[src/rtl/hwy_farm_pkg.sv]
package hwy_farm_pkg;

  typedef enum logic [1:0] {
    PH_HWY_GO    = 2'd0,
    PH_HWY_WARN  = 2'd1,
    PH_FARM_GO   = 2'd2,
    PH_FARM_WARN = 2'd3
  } phase_e;

  typedef struct packed {
    logic green;
    logic yellow;
    logic red;
  } lamp_t;

  localparam lamp_t LAMP_GO   = '{green: 1'b1, yellow: 1'b0, red: 1'b0};
  localparam lamp_t LAMP_WARN = '{green: 1'b0, yellow: 1'b1, red: 1'b0};
  localparam lamp_t LAMP_STOP = '{green: 1'b0, yellow: 1'b0, red: 1'b1};

  // Next phase from the current phase, the sensor and the two timer flags.
  function automatic phase_e phase_step(phase_e cur, logic car,
                                        logic short_done, logic long_done);
    phase_e nxt;
    nxt = cur;
    unique case (cur)
      PH_HWY_GO:    if (car && long_done)   nxt = PH_HWY_WARN;
      PH_HWY_WARN:  if (short_done)         nxt = PH_FARM_GO;
      PH_FARM_GO:   if (long_done || !car)  nxt = PH_FARM_WARN;
      PH_FARM_WARN: if (short_done)         nxt = PH_HWY_GO;
      default:                              nxt = PH_HWY_GO;
    endcase
    return nxt;
  endfunction

  function automatic lamp_t hwy_lamp(phase_e p);
    unique case (p)
      PH_HWY_GO:   return LAMP_GO;
      PH_HWY_WARN: return LAMP_WARN;
      default:     return LAMP_STOP;
    endcase
  endfunction

  function automatic lamp_t farm_lamp(phase_e p);
    unique case (p)
      PH_FARM_GO:   return LAMP_GO;
      PH_FARM_WARN: return LAMP_WARN;
      default:      return LAMP_STOP;
    endcase
  endfunction

  // Saturating increment of the timer count.
  function automatic logic [31:0] count_step(logic [31:0] cnt, logic [31:0] limit);
    return (cnt >= limit) ? limit : cnt + 32'd1;
  endfunction

endpackage

[src/rtl/interval_timer.sv]
module interval_timer
  import hwy_farm_pkg::*;
#(
  parameter int SHORT_CYCLES = 4,
  parameter int LONG_CYCLES  = 12
) (
  input  logic clk,
  input  logic rst_n,
  input  logic restart,
  output logic short_done,
  output logic long_done
);

  localparam int CNT_W = $clog2(LONG_CYCLES + 1);

  logic [CNT_W-1:0] cnt;
  logic [31:0]      cnt_next;

  assign cnt_next = count_step(32'(cnt), 32'(LONG_CYCLES));

  always_ff @(posedge clk or negedge rst_n) begin
    if (!rst_n)       cnt <= '0;
    else if (restart) cnt <= '0;
    else              cnt <= cnt_next[CNT_W-1:0];
  end

  assign short_done = (32'(cnt) >= 32'(SHORT_CYCLES));
  assign long_done  = (32'(cnt) >= 32'(LONG_CYCLES));

  // a restart leaves the short flag low in the following cycle
  assert_restart_clears_R10: assert property (@(posedge clk) disable iff (!rst_n)
    $past(restart) |-> !short_done);

  // The long flag never rises ahead of the short flag (R5, R8 timing order)
  assert_flag_order_R5: assert property (@(posedge clk) disable iff (!rst_n)
    long_done |-> short_done);

endmodule

[src/rtl/phase_sequencer.sv]
module phase_sequencer
  import hwy_farm_pkg::*;
(
  input  logic   clk,
  input  logic   rst_n,
  input  logic   car,
  input  logic   short_done,
  input  logic   long_done,
  output phase_e phase,
  output logic   restart
);

  phase_e phase_nxt;

  assign phase_nxt = phase_step(phase, car, short_done, long_done);
  assign restart   = (phase_nxt != phase);

  always_ff @(posedge clk or negedge rst_n) begin
    if (!rst_n) phase <= PH_HWY_GO;
    else        phase <= phase_nxt;
  end

  // leaving highway green needs both the sensor and the long flag
  assert_hwy_exit_R4: assert property (@(posedge clk) disable iff (!rst_n)
    (phase == PH_HWY_GO && !(car && long_done)) |=> phase == PH_HWY_GO);

  // highway yellow always hands over to farm green
  assert_warn_to_farm_R5: assert property (@(posedge clk) disable iff (!rst_n)
    ($past(phase) == PH_HWY_WARN && phase != PH_HWY_WARN) |-> phase == PH_FARM_GO);

  // farm yellow always returns to highway green
  assert_warn_to_hwy_R8: assert property (@(posedge clk) disable iff (!rst_n)
    ($past(phase) == PH_FARM_WARN && phase != PH_FARM_WARN) |-> phase == PH_HWY_GO);

endmodule

[src/rtl/lamp_decoder.sv]
module lamp_decoder
  import hwy_farm_pkg::*;
(
  input  phase_e phase,
  output lamp_t  hwy,
  output lamp_t  farm
);

  assign hwy  = hwy_lamp(phase);
  assign farm = farm_lamp(phase);

endmodule

[src/rtl/hwy_farm_ctrl.sv]
module hwy_farm_ctrl
  import hwy_farm_pkg::*;
#(
  parameter int SHORT_CYCLES = 4,
  parameter int LONG_CYCLES  = 12
) (
  input  logic clk,
  input  logic rst_n,
  input  logic car_waiting,
  output logic hwy_green,
  output logic hwy_yellow,
  output logic hwy_red,
  output logic farm_green,
  output logic farm_yellow,
  output logic farm_red
);

  phase_e phase;
  logic   restart;
  logic   short_done;
  logic   long_done;
  lamp_t  hwy;
  lamp_t  farm;

  interval_timer #(
    .SHORT_CYCLES(SHORT_CYCLES),
    .LONG_CYCLES (LONG_CYCLES)
  ) u_timer (
    .clk       (clk),
    .rst_n     (rst_n),
    .restart   (restart),
    .short_done(short_done),
    .long_done (long_done)
  );

  phase_sequencer u_seq (
    .clk       (clk),
    .rst_n     (rst_n),
    .car       (car_waiting),
    .short_done(short_done),
    .long_done (long_done),
    .phase     (phase),
    .restart   (restart)
  );

  lamp_decoder u_lamps (
    .phase(phase),
    .hwy  (hwy),
    .farm (farm)
  );

  assign hwy_green   = hwy.green;
  assign hwy_yellow  = hwy.yellow;
  assign hwy_red     = hwy.red;
  assign farm_green  = farm.green;
  assign farm_yellow = farm.yellow;
  assign farm_red    = farm.red;

  // exactly one lamp per road
  assert_one_lamp_R2: assert property (@(posedge clk) disable iff (!rst_n)
    $countones({hwy_green, hwy_yellow, hwy_red}) == 1 &&
    $countones({farm_green, farm_yellow, farm_red}) == 1);

  // the two greens are never on together, and some road shows red
  assert_no_dual_green_R9: assert property (@(posedge clk) disable iff (!rst_n)
    !(hwy_green && farm_green) && (hwy_red || farm_red));

  // highway green ends only after the long interval with a vehicle waiting
  assert_min_green_R4: assert property (@(posedge clk) disable iff (!rst_n)
    $fell(hwy_green) |-> $past(long_done) && $past(car_waiting));

  // an empty farm road in a farm-green cycle gives farm yellow next
  assert_farm_empty_R6: assert property (@(posedge clk) disable iff (!rst_n)
    (farm_green && !car_waiting) |=> farm_yellow);

  // farm green never outlasts the long interval
  assert_farm_max_R7: assert property (@(posedge clk) disable iff (!rst_n)
    (farm_green && long_done) |=> !farm_green);

endmodule

[config.mk]
export PLATFORM = sky130hd
export DESIGN_NAME = hwy_farm_ctrl
export DESIGN_NICKNAME = d
export VERILOG_FILES = /design/src/rtl/hwy_farm_pkg.sv /design/src/rtl/interval_timer.sv /design/src/rtl/phase_sequencer.sv /design/src/rtl/lamp_decoder.sv /design/src/rtl/hwy_farm_ctrl.sv
export SDC_FILE = /design/constraint.sdc
export NUM_CORES = 1
export LEC_CHECK = 0
export BUFFER_PORTS_ARGS = -buffer_cell sky130_fd_sc_hd__clkbuf_2
export CAP_MARGIN = 20
export CORE_AREA = 2 2 39 41
export CTS_BUF_LIST = sky130_fd_sc_hd__clkbuf_2
export DETAILED_ROUTE_END_ITERATION = 8
export DIE_AREA = 0 0 41 43
export MAX_ROUTING_LAYER = met4
export PLACE_DENSITY = 0.52
export SYNTH_ARGS = -nofsm -noshare
export SYNTH_HDL_FRONTEND = slang
export SYNTH_SLANG_ARGS = --single-unit
[constraint.sdc]
create_clock -name clk -period 1.2 [get_ports clk]
set_clock_uncertainty 0.15 [all_clocks]
set_input_delay 0.06 -clock clk [delete_from_list [all_inputs] [get_ports clk]]
set_output_delay 0.06 -clock clk [all_outputs]
set_load 0.05 [all_outputs]
==> impl_metrics.env, run 1 <==
export IMPL_numCtsBuffers=3
export IMPL_dr_first_iter_drc_count=1
export IMPL_syn_to_final_growth_pct=63.67
export IMPL_path_clk_slew_ns=0.06
export IMPL_synth_area_top_cells="dfrtp_1 (49%), nor2_1 (4.9%), nor2b_4 (4.5%)"
export IMPL_drt_wl_total_um=687
export IMPL_dieHeight_um=43
export IMPL_clk_path_buf_depth=2
export IMPL_finalCriticalPeriod_ns=1.240
export IMPL_pin_count=9
export IMPL_yosysWarnings=0
export IMPL_worstMarginPinSlew_ns=0.2113
export IMPL_start_kind="register"
export IMPL_drive_gt1_share_pct=55.32
export IMPL_grt_ovfl_total=0
export IMPL_path_max_fanout=4
export IMPL_finalMaxSlewViolations=0
export IMPL_cp_cell_sequence="buf_6 -> nor2_2 -> buf_8"
export IMPL_routedWlPerCell_um=10.90
export IMPL_grt_pass1_vias=275
export IMPL_cp_data_arrival_time_ns=1.03
export IMPL_synth_seq_area_share_pct=48.98
export IMPL_grt_pass1_wl_mm=1.097
export IMPL_coreArea_um2=1384
export IMPL_yosysTopAreaCellShare_pct=48.98
export IMPL_start_util_pct=22.15
export IMPL_fillers=138
export IMPL_outcome="finished with violations"
export IMPL_synth_fp_nets=36
export IMPL_die_area_um2=1763
export IMPL_met3WireLength_um=34
export IMPL_place_port_buffers=8
export IMPL_dp_slack_ns=0.0007799
export IMPL_dp_hpwl_um=482.6
export IMPL_routabilityCongestion=0.7180
export IMPL_cts_root_buf="clkbuf_2"
export IMPL_wl_met2_um=335
export IMPL_grt_use_total_pct=9.969
export IMPL_violations="setup timing"
export IMPL_final_nets=53
export IMPL_crit_type="reg2out"
export IMPL_synth_cell_types=21
export IMPL_wl_met1_um=307
export IMPL_grt_antenna_before_repair=0
export IMPL_final_period_utilization_pct=103.3
export IMPL_hold_viol=0
export IMPL_fmax_mhz=806.5
export IMPL_rows=14
export IMPL_vias_per_cell=4.492
export IMPL_slew_headroom_pct=85.79
export IMPL_ctsHtreeMaxLevel=1
export IMPL_tns_ns=-0.1951
export IMPL_drv_cap=0
export IMPL_via_count=283
export IMPL_postRouteAntennaNets=0
export IMPL_synth_seq_cells=6
export IMPL_syn_cell_area_um2=306.5
export IMPL_setup_ws_ns=-0.03996
export IMPL_worstPathRequired_ns=0.99
export IMPL_r2r_start="u_seq.phase[0]$_DFF_PN0_"
export IMPL_grt_max_degree=11
export IMPL_slowest_delay_ns=0.41
export IMPL_cts_tree="done"
export IMPL_hold_path_class="in2async"
export IMPL_top_layer="met4"
export IMPL_crit_path_top_delay_cell="dfrtp_1"
export IMPL_n_antenna_cell=0
export IMPL_synthCells=32
export IMPL_clock_latency_ns=0.21
export IMPL_avgSynthCellArea_um2=9.580
export IMPL_crit_path_start="u_seq.phase[1]$_DFF_PN0_"
export IMPL_cp_end_kind="output port"
export IMPL_rsz0062_at_grt="true"
export IMPL_route_detailed_drc=0
export IMPL_cts_sinks=6
export IMPL_finalSetupViolCount=6
export IMPL_dr_pass1_iters=2
export IMPL_chipWidth_um=41
export IMPL_synth_top_area_cell="dfrtp_1"
-- cell type report --
| type | count | area, um2 | area share (%) |
|---|---|---|---|
| clock buffer | 3 | 15.01 | 2.993 |
| multi-input combinational | 23 | 168.9 | 33.67 |
| tap | 16 | 20.02 | 3.990 |
| timing repair buffer | 14 | 142.6 | 28.43 |
| sequential | 6 | 151.4 | 30.17 |
| inverter | 1 | 3.754 | 0.7481 |
-- cells by family (layout without fill, tap and decap cells) --
family | Yosys count | after routing | synth area share [%]
fa+ha+maj | 1 | 1 | 4.081
xor+xnor | 1 | 1 | 2.858
buf+inv | 3 | 18 | 4.078
simple gates | 13 | 13 | 23.67
compound gates | 8 | 8 | 16.33
flops | 6 | 6 | 48.98
-- per-layer routing --
metal  GRT usage [%]  vias up
met5               -        -
met3           4.712        2
met2           14.37        8
met4           6.000        0
li1                -      140
met1           10.60      133
-- synthesized netlist by cell type --
cell type / n
a211o_1: 1
a21boi_1: 1
a21oi_1: 1
a31oi_1: 1
and2_1: 1
buf_2: 1
clkbuf_1: 1
dfrtp_1: 6
ha_1: 1
inv_1: 1
nand2_1: 2
nand3_1: 1
nor2_1: 4
nor2b_1: 2
nor2b_4: 1
nor3_1: 1
nor3b_1: 1
o21ai_0: 1
o21ai_1: 2
o31ai_1: 1
xnor2_1: 1
-- cell usage in the layout (no fill, tap or decap) --
cell / n
buf_6: 1
clkbuf_2: 5
nand3_1: 1
o21ai_1: 2
dlygate4sd3_1: 1
dfrtp_1: 5
clkbuf_4: 1
buf_8: 4
a21oi_2: 1
o31ai_1: 1
buf_4: 4
a211o_1: 1
nor3_1: 1
and2_4: 1
a31oi_1: 1
clkbuf_8: 1
xnor2_1: 1
nor2_1: 2
nor3b_2: 1
a21boi_2: 1
nor2_2: 2
nor2b_4: 1
nand2_1: 2
ha_1: 1
nor2b_2: 2
dfrtp_2: 1
o21ai_0: 1
inv_1: 1
-- registers in the layout (all words and copies together) (netlist names) --
register	flops
u_seq.phase	2
u_timer.cnt	4
-- stage by stage --
stage | area (um2) | utilization [%] | hold WS [ns] | instances
2_1_floorplan | 309.0 | - | -0.3856 | 32
3_3_place_gp | 375.4 | 27.12 | -0.2473 | 56
3_5_place_dp | 375.4 | 27.12 | -0.2451 | 56
4_1_cts | 459.2 | 33.18 | 0.06972 | 61
5_1_grt | 501.7 | 36.26 | 0.06212 | 63
6_report | 501.7 | 36.26 | 0.06751 | 63
-- critical path, delay by kind of cell (launching register included) --
kind	cells	cell delay (ns)
flops	1	0.41
simple gates	1	0.12
buf+inv	2	0.29
-- final timing paths --
kind,end,slack (ns),cells past startpoint
setup / recovery,hwy_green,-0.04,3
hold reg to reg,u_timer.cnt[0]$_DFF_PN0_,0.32,1
setup reg to reg,u_timer.cnt[0]$_DFF_PN0_,-0.04,3
hold / removal,u_timer.cnt[2]$_DFF_PN0_,0.07,2
min in group clk,u_timer.cnt[2]$_DFF_PN0_,0.08,4
max in group asynchronous,u_seq.phase[0]$_DFF_PN0_,0.66,2
-- what timing repair did --
item | 4_1_cts | 5_1_grt
hold buffers | 1 | 0
endpoints found under the hold margin | 6 | 0
endpoints found under the setup margin | 9 | 10
pin swaps | 2 | 1
gates resized for setup | 13 | 11
setup buffers | 1 | 2
Power of run 1 is not shown: default switching activity piles up to over one toggle a cycle in this logic, so the estimate is an artifact.
==> run 2: changes to the inputs <==
- CAP_MARGIN: 20 -> unset
- RECOVER_POWER: unset -> 50
==> run 2 against run 1 <==
  * The flow still finishes with violations (setup timing)
  * Global-route usage unchanged
  * Non-clock buffer count is the same
  * Sequential cell count unchanged
  * Cell count unchanged
==> impl_metrics.env, run 2 (synthesis gave the netlist of run 1 again) <==
export IMPL_rr_worst_depth=3
export IMPL_crit_path_top_delay_cell="dfrtp_2"
export IMPL_worstMarginPinSlew_ns=0.3479
export IMPL_tns_ns=-0.2146
export IMPL_hold_path_class="in2reg"
export IMPL_reg2reg_to="u_timer.cnt[0]$_DFF_PN0_"
export IMPL_place_port_buffers=8
export IMPL_grt_antenna_before_repair=0
export IMPL_cts_root_buf="clkbuf_2"
export IMPL_finalMaxSlewViolations=0
export IMPL_clk_path_buf_depth=2
export IMPL_crit_path_end="u_timer.cnt[0]$_DFF_PN0_"
export IMPL_dp_hpwl_um=482.6
export IMPL_cts_sinks=6
export IMPL_routedWlPerCell_um=10.92
export IMPL_route_detailed_drc=0
export IMPL_grt_pass1_wl_mm=1.097
export IMPL_rrSetupSlack_ns=-0.04
export IMPL_coreArea_um2=1384
export IMPL_violations="setup timing"
export IMPL_chipWidth_um=41
export IMPL_postRouteAntennaNets=0
export IMPL_via_count=283
export IMPL_dr_pass1_iters=1
export IMPL_final_common_cell="dfrtp_1"
export IMPL_final_cell_mix="dfrtp_1 (5), clkbuf_2 (4), buf_8 (4), buf_4 (4)"
export IMPL_numCtsBuffers=3
export IMPL_cp_cell_sequence="buf_4 -> a211o_1 -> a21oi_2"
export IMPL_path_clk_slew_ns=0.05
export IMPL_largest_reg_flops=4
export IMPL_cp_data_arrival_time_ns=1.23
export IMPL_grt_pass1_vias=275
export IMPL_pin_count=9
export IMPL_finalNonFillerCells=63
export IMPL_crit_path_start="u_seq.phase[0]$_DFF_PN0_"
export IMPL_critical_path_top_delay_family="flip-flops"
export IMPL_finalCriticalPeriod_ns=1.244
export IMPL_max_flop_register="u_timer.cnt"
export IMPL_fillers=139
export IMPL_crit_type="reg2reg"
export IMPL_finalSetupViolCount=6
export IMPL_dr_first_iter_drc_count=0
export IMPL_vias_per_cell=4.492
export IMPL_final_nets=53
export IMPL_ctsHtreeMaxLevel=1
export IMPL_die_area_um2=1763
export IMPL_outcome="finished with violations"
export IMPL_worstPathRequired_ns=1.19
export IMPL_setup_ws_ns=-0.04414
export IMPL_grt_ovfl_total=0
export IMPL_path_depth=3
export IMPL_final_period_utilization_pct=103.7
export IMPL_r2r_start="u_seq.phase[0]$_DFF_PN0_"
export IMPL_placed_cells=56
export IMPL_syn_to_final_growth_pct=63.27
export IMPL_hold_viol=0
export IMPL_path_max_fanout=9
export IMPL_drive_gt1_share_pct=53.19
export IMPL_n_antenna_cell=0
export IMPL_drv_cap=0
export IMPL_crit_buf_inv=1
export IMPL_routabilityCongestion=0.7180
export IMPL_clock_latency_ns=0.21
export IMPL_grt_use_total_pct=9.969
export IMPL_dieHeight_um=43
export IMPL_cp_end_kind="register"
export IMPL_grt_max_degree=11
export IMPL_slew_headroom_pct=76.80
export IMPL_start_kind="register"
export IMPL_slowest_delay_ns=0.47
export IMPL_reg_top3="u_timer.cnt: 4 flops, u_seq.phase: 2 flops"
export IMPL_cts_tree="done"
export IMPL_start_util_pct=22.15
export IMPL_drt_wl_total_um=688
export IMPL_rsz0062_at_grt="true"
export IMPL_rows=14
export IMPL_fmax_mhz=803.8
export IMPL_worstHoldPathCells=4
[run 2: worst min-delay path by stage]
stage / start / endpoint
floorplan: rst_n / u_seq.phase[0]$_DFF_PN0_
global placement: rst_n / u_timer.cnt[2]$_DFF_PN0_
detailed placement: rst_n / u_seq.phase[0]$_DFF_PN0_
CTS: rst_n / u_timer.cnt[2]$_DFF_PN0_
global route: car_waiting / u_timer.cnt[2]$_DFF_PN0_
finish: car_waiting / u_timer.cnt[2]$_DFF_PN0_
[run 2: per-stage QoR]
stage | area, um2 | utilization [%] | worst slack [ns] | hold WS [ns]
after floorplan | 309.0 | - | -0.2123 | -0.3856
after global placement | 375.4 | 27.12 | 0.02012 | -0.2473
after detailed placement | 375.4 | 27.12 | 0.0007799 | -0.2451
after CTS | 459.2 | 33.18 | -0.08638 | 0.06972
after global routing | 500.5 | 36.17 | -0.1111 | 0.08035
final | 500.5 | 36.17 | -0.04414 | 0.07698
[run 2: repair_timing]
action                                  in CTS  in global routing
pin swaps                                    2                  1
endpoints found under the hold margin        6                  0
setup buffers                                1                  2
endpoints found under the setup margin       9                 10
resized for setup                           13                 11
hold buffers                                 1                  0
[run 2: metal layers]
| metal | share of wire [%] | global-route usage, % | vias up |
|---|---|---|---|
| met5 | 0 | - | - |
| met4 | 1.5 | 6.000 | 0 |
| met3 | 4.9 | 4.712 | 2 |
| met2 | 48 | 14.37 | 8 |
| met1 | 45 | 10.60 | 132 |
| li1 | - | - | 141 |
[run 2: area by class of cell]
class	instances	area, um2	area share, %
Sequential cell	6	151.4	30.25
Clock buffer	3	15.01	3.000
Inverter	1	3.754	0.7500
Multi-Input combinational cell	23	168.9	33.75
Tap cell	16	20.02	4.000
Timing Repair Buffer	14	141.4	28.25
[run 2: tightest hold or removal path, stage by stage]
cell and delay (ns):
clkbuf_2 0.13, nand3_1 0.08, o21ai_0 0.08, nor3_1 0.05
Power of run 2 is left out for the same reason.
==> run 3: changes to the inputs <==
- PLACE_DENSITY: 0.52 -> 0.42
- SKIP_LAST_GASP: unset -> 1
==> run 3 against run 2 <==
  * The run still ends with setup timing left
  * Critical path type is now reg2out
  * Register-to-register slack improved by 0.03 ns
  * Cell area fell by 1.7%
  * First-iteration DRC count rose by 3
  * Wire length fell by 4.9%
==> impl_metrics.env, run 3 (synthesis gave the netlist of run 1 again) <==
export IMPL_rsz0062_at_grt="true"
export IMPL_cp_cell_sequence="and2_1 -> buf_8"
export IMPL_cts_root_buf="clkbuf_2"
export IMPL_route_detailed_drc=0
export IMPL_grt_pass1_wl_mm=1.124
export IMPL_numCtsBuffers=3
export IMPL_tns_ns=-0.03492
export IMPL_r2r_start="u_seq.phase[0]$_DFF_PN0_"
export IMPL_syn_to_final_growth_pct=60.41
export IMPL_max_flop_register="u_timer.cnt"
export IMPL_hold_path_class="in2reg"
export IMPL_violations="setup timing"
export IMPL_rows=14
export IMPL_path_max_fanout=7
export IMPL_min_delay_start="car_waiting"
export IMPL_coreArea_um2=1384
export IMPL_worstMarginPinSlew_ns=0.3276
export IMPL_postRouteAntennaNets=0
export IMPL_worstHoldPathCells=3
export IMPL_crit_path_top_delay_cell="dfrtp_2"
export IMPL_vias_per_cell=4.516
export IMPL_dr_first_iter_drc_count=3
export IMPL_finalNonFillerCells=62
export IMPL_dp_slack_ns=-0.04561
export IMPL_rr_worst_depth=3
export IMPL_slew_headroom_pct=78.16
export IMPL_start_util_pct=22.15
export IMPL_grt_use_total_pct=10.55
export IMPL_clk_path_buf_depth=2
export IMPL_min_to="u_timer.cnt[2]$_DFF_PN0_"
export IMPL_ctsHtreeMaxLevel=1
export IMPL_drive_gt1_share_pct=54.35
export IMPL_clock_latency_ns=0.23
export IMPL_routedWlPerCell_um=10.55
export IMPL_rrSetupSlack_ns=-0.01
export IMPL_grt_pass1_vias=279
export IMPL_cts_tree="done"
export IMPL_pin_count=9
export IMPL_drv_cap=0
export IMPL_path_clk_slew_ns=0.08
export IMPL_finalSetupViolCount=4
export IMPL_place_port_buffers=8
export IMPL_final_cell_mix="clkbuf_2 (4), buf_8 (4), dfrtp_1 (4)"
export IMPL_crit_type="reg2out"
export IMPL_reg_top3="u_timer.cnt: 4 flops, u_seq.phase: 2 flops"
export IMPL_die_area_um2=1763
export IMPL_worstPathRequired_ns=0.99
export IMPL_grt_max_degree=8
export IMPL_grt_ovfl_total=0
export IMPL_finalCriticalPeriod_ns=1.216
export IMPL_dieHeight_um=43
export IMPL_via_count=280
export IMPL_placed_cells=55
export IMPL_cp_data_arrival_time_ns=1.01
export IMPL_n_antenna_cell=0
export IMPL_fmax_mhz=822.7
export IMPL_setup_ws_ns=-0.01558
export IMPL_hold_viol=0
export IMPL_cp_end_kind="output port"
export IMPL_routabilityCongestion=0.8286
export IMPL_finalMaxSlewViolations=0
export IMPL_final_nets=52
export IMPL_cts_sinks=6
export IMPL_largest_reg_flops=4
export IMPL_chipWidth_um=41
export IMPL_final_period_utilization_pct=101.3
export IMPL_dr_pass1_iters=4
export IMPL_drt_wl_total_um=654
export IMPL_slowest_delay_ns=0.46
export IMPL_outcome="finished with violations"
export IMPL_grt_antenna_before_repair=0
export IMPL_reg2reg_to="u_timer.cnt[0]$_DFF_PN0_"
export IMPL_start_kind="register"
[run 3: worst max-delay path by stage]
stage	start	end	slack (ns)	cells past startpoint
4_1_cts	u_seq.phase[1]$_DFF_PN0_	hwy_green	-0.02	2
2_1_floorplan	u_seq.phase[0]$_DFF_PN0_	hwy_yellow	-0.21	2
3_5_place_dp	u_seq.phase[1]$_DFF_PN0_	u_timer.cnt[0]$_DFF_PN0_	-0.05	3
5_1_grt	u_seq.phase[1]$_DFF_PN0_	hwy_green	-0.08	2
3_3_place_gp	u_seq.phase[1]$_DFF_PN0_	u_timer.cnt[0]$_DFF_PN0_	-0.01	3
6_report	u_seq.phase[1]$_DFF_PN0_	farm_yellow	-0.02	2
[run 3: repair_timing]
| action | 4_1_cts | 5_1_grt |
|---|---|---|
| setup buffers | 3 | 0 |
| endpoints found under the setup margin | 8 | 10 |
| hold buffers | 1 | 0 |
| cloned | 0 | 0 |
| hold endpoints to repair | 6 | 0 |
| pin swaps | 4 | 2 |
| resized for setup | 14 | 12 |
[run 3: through the flow]
| stage | utilization [%] | instance area, um2 | hold WS (ns) |
|---|---|---|---|
| final | 35.53 | 491.7 | 0.06571 |
| after global routing | 35.53 | 491.7 | 0.06501 |
| after CTS | 33.63 | 465.4 | 0.05227 |
| after detailed placement | 26.58 | 367.9 | -0.2484 |
| after global placement | 26.58 | 367.9 | -0.2545 |
| after floorplan | - | 309.0 | -0.3856 |
[run 3: worst max-delay path: cells and delay by family, from the launching register on]
kind / cells / cell delay (ns)
flops: 1 / 0.46
simple gates: 1 / 0.17
buf+inv: 1 / 0.15
[run 3: area by class of cell]
| class | instances | area [um2] |
|---|---|---|
| fill | 144 | 892.1 |
| multi-input combinational | 23 | 168.9 |
| sequential | 6 | 152.6 |
| timing repair buffer | 13 | 131.4 |
| tap | 16 | 20.02 |
| clock buffer | 3 | 15.01 |
| inverter | 1 | 3.754 |
[run 3: metal layers]
layer	track usage (%)	vias up	share of wire, %
li1	-	141	-
met1	10.13	129	43
met2	14.69	8	50
met3	6.283	2	5.5
met4	8.000	0	1.5
met5	-	-	0
Power of run 3 is left out for the same reason.
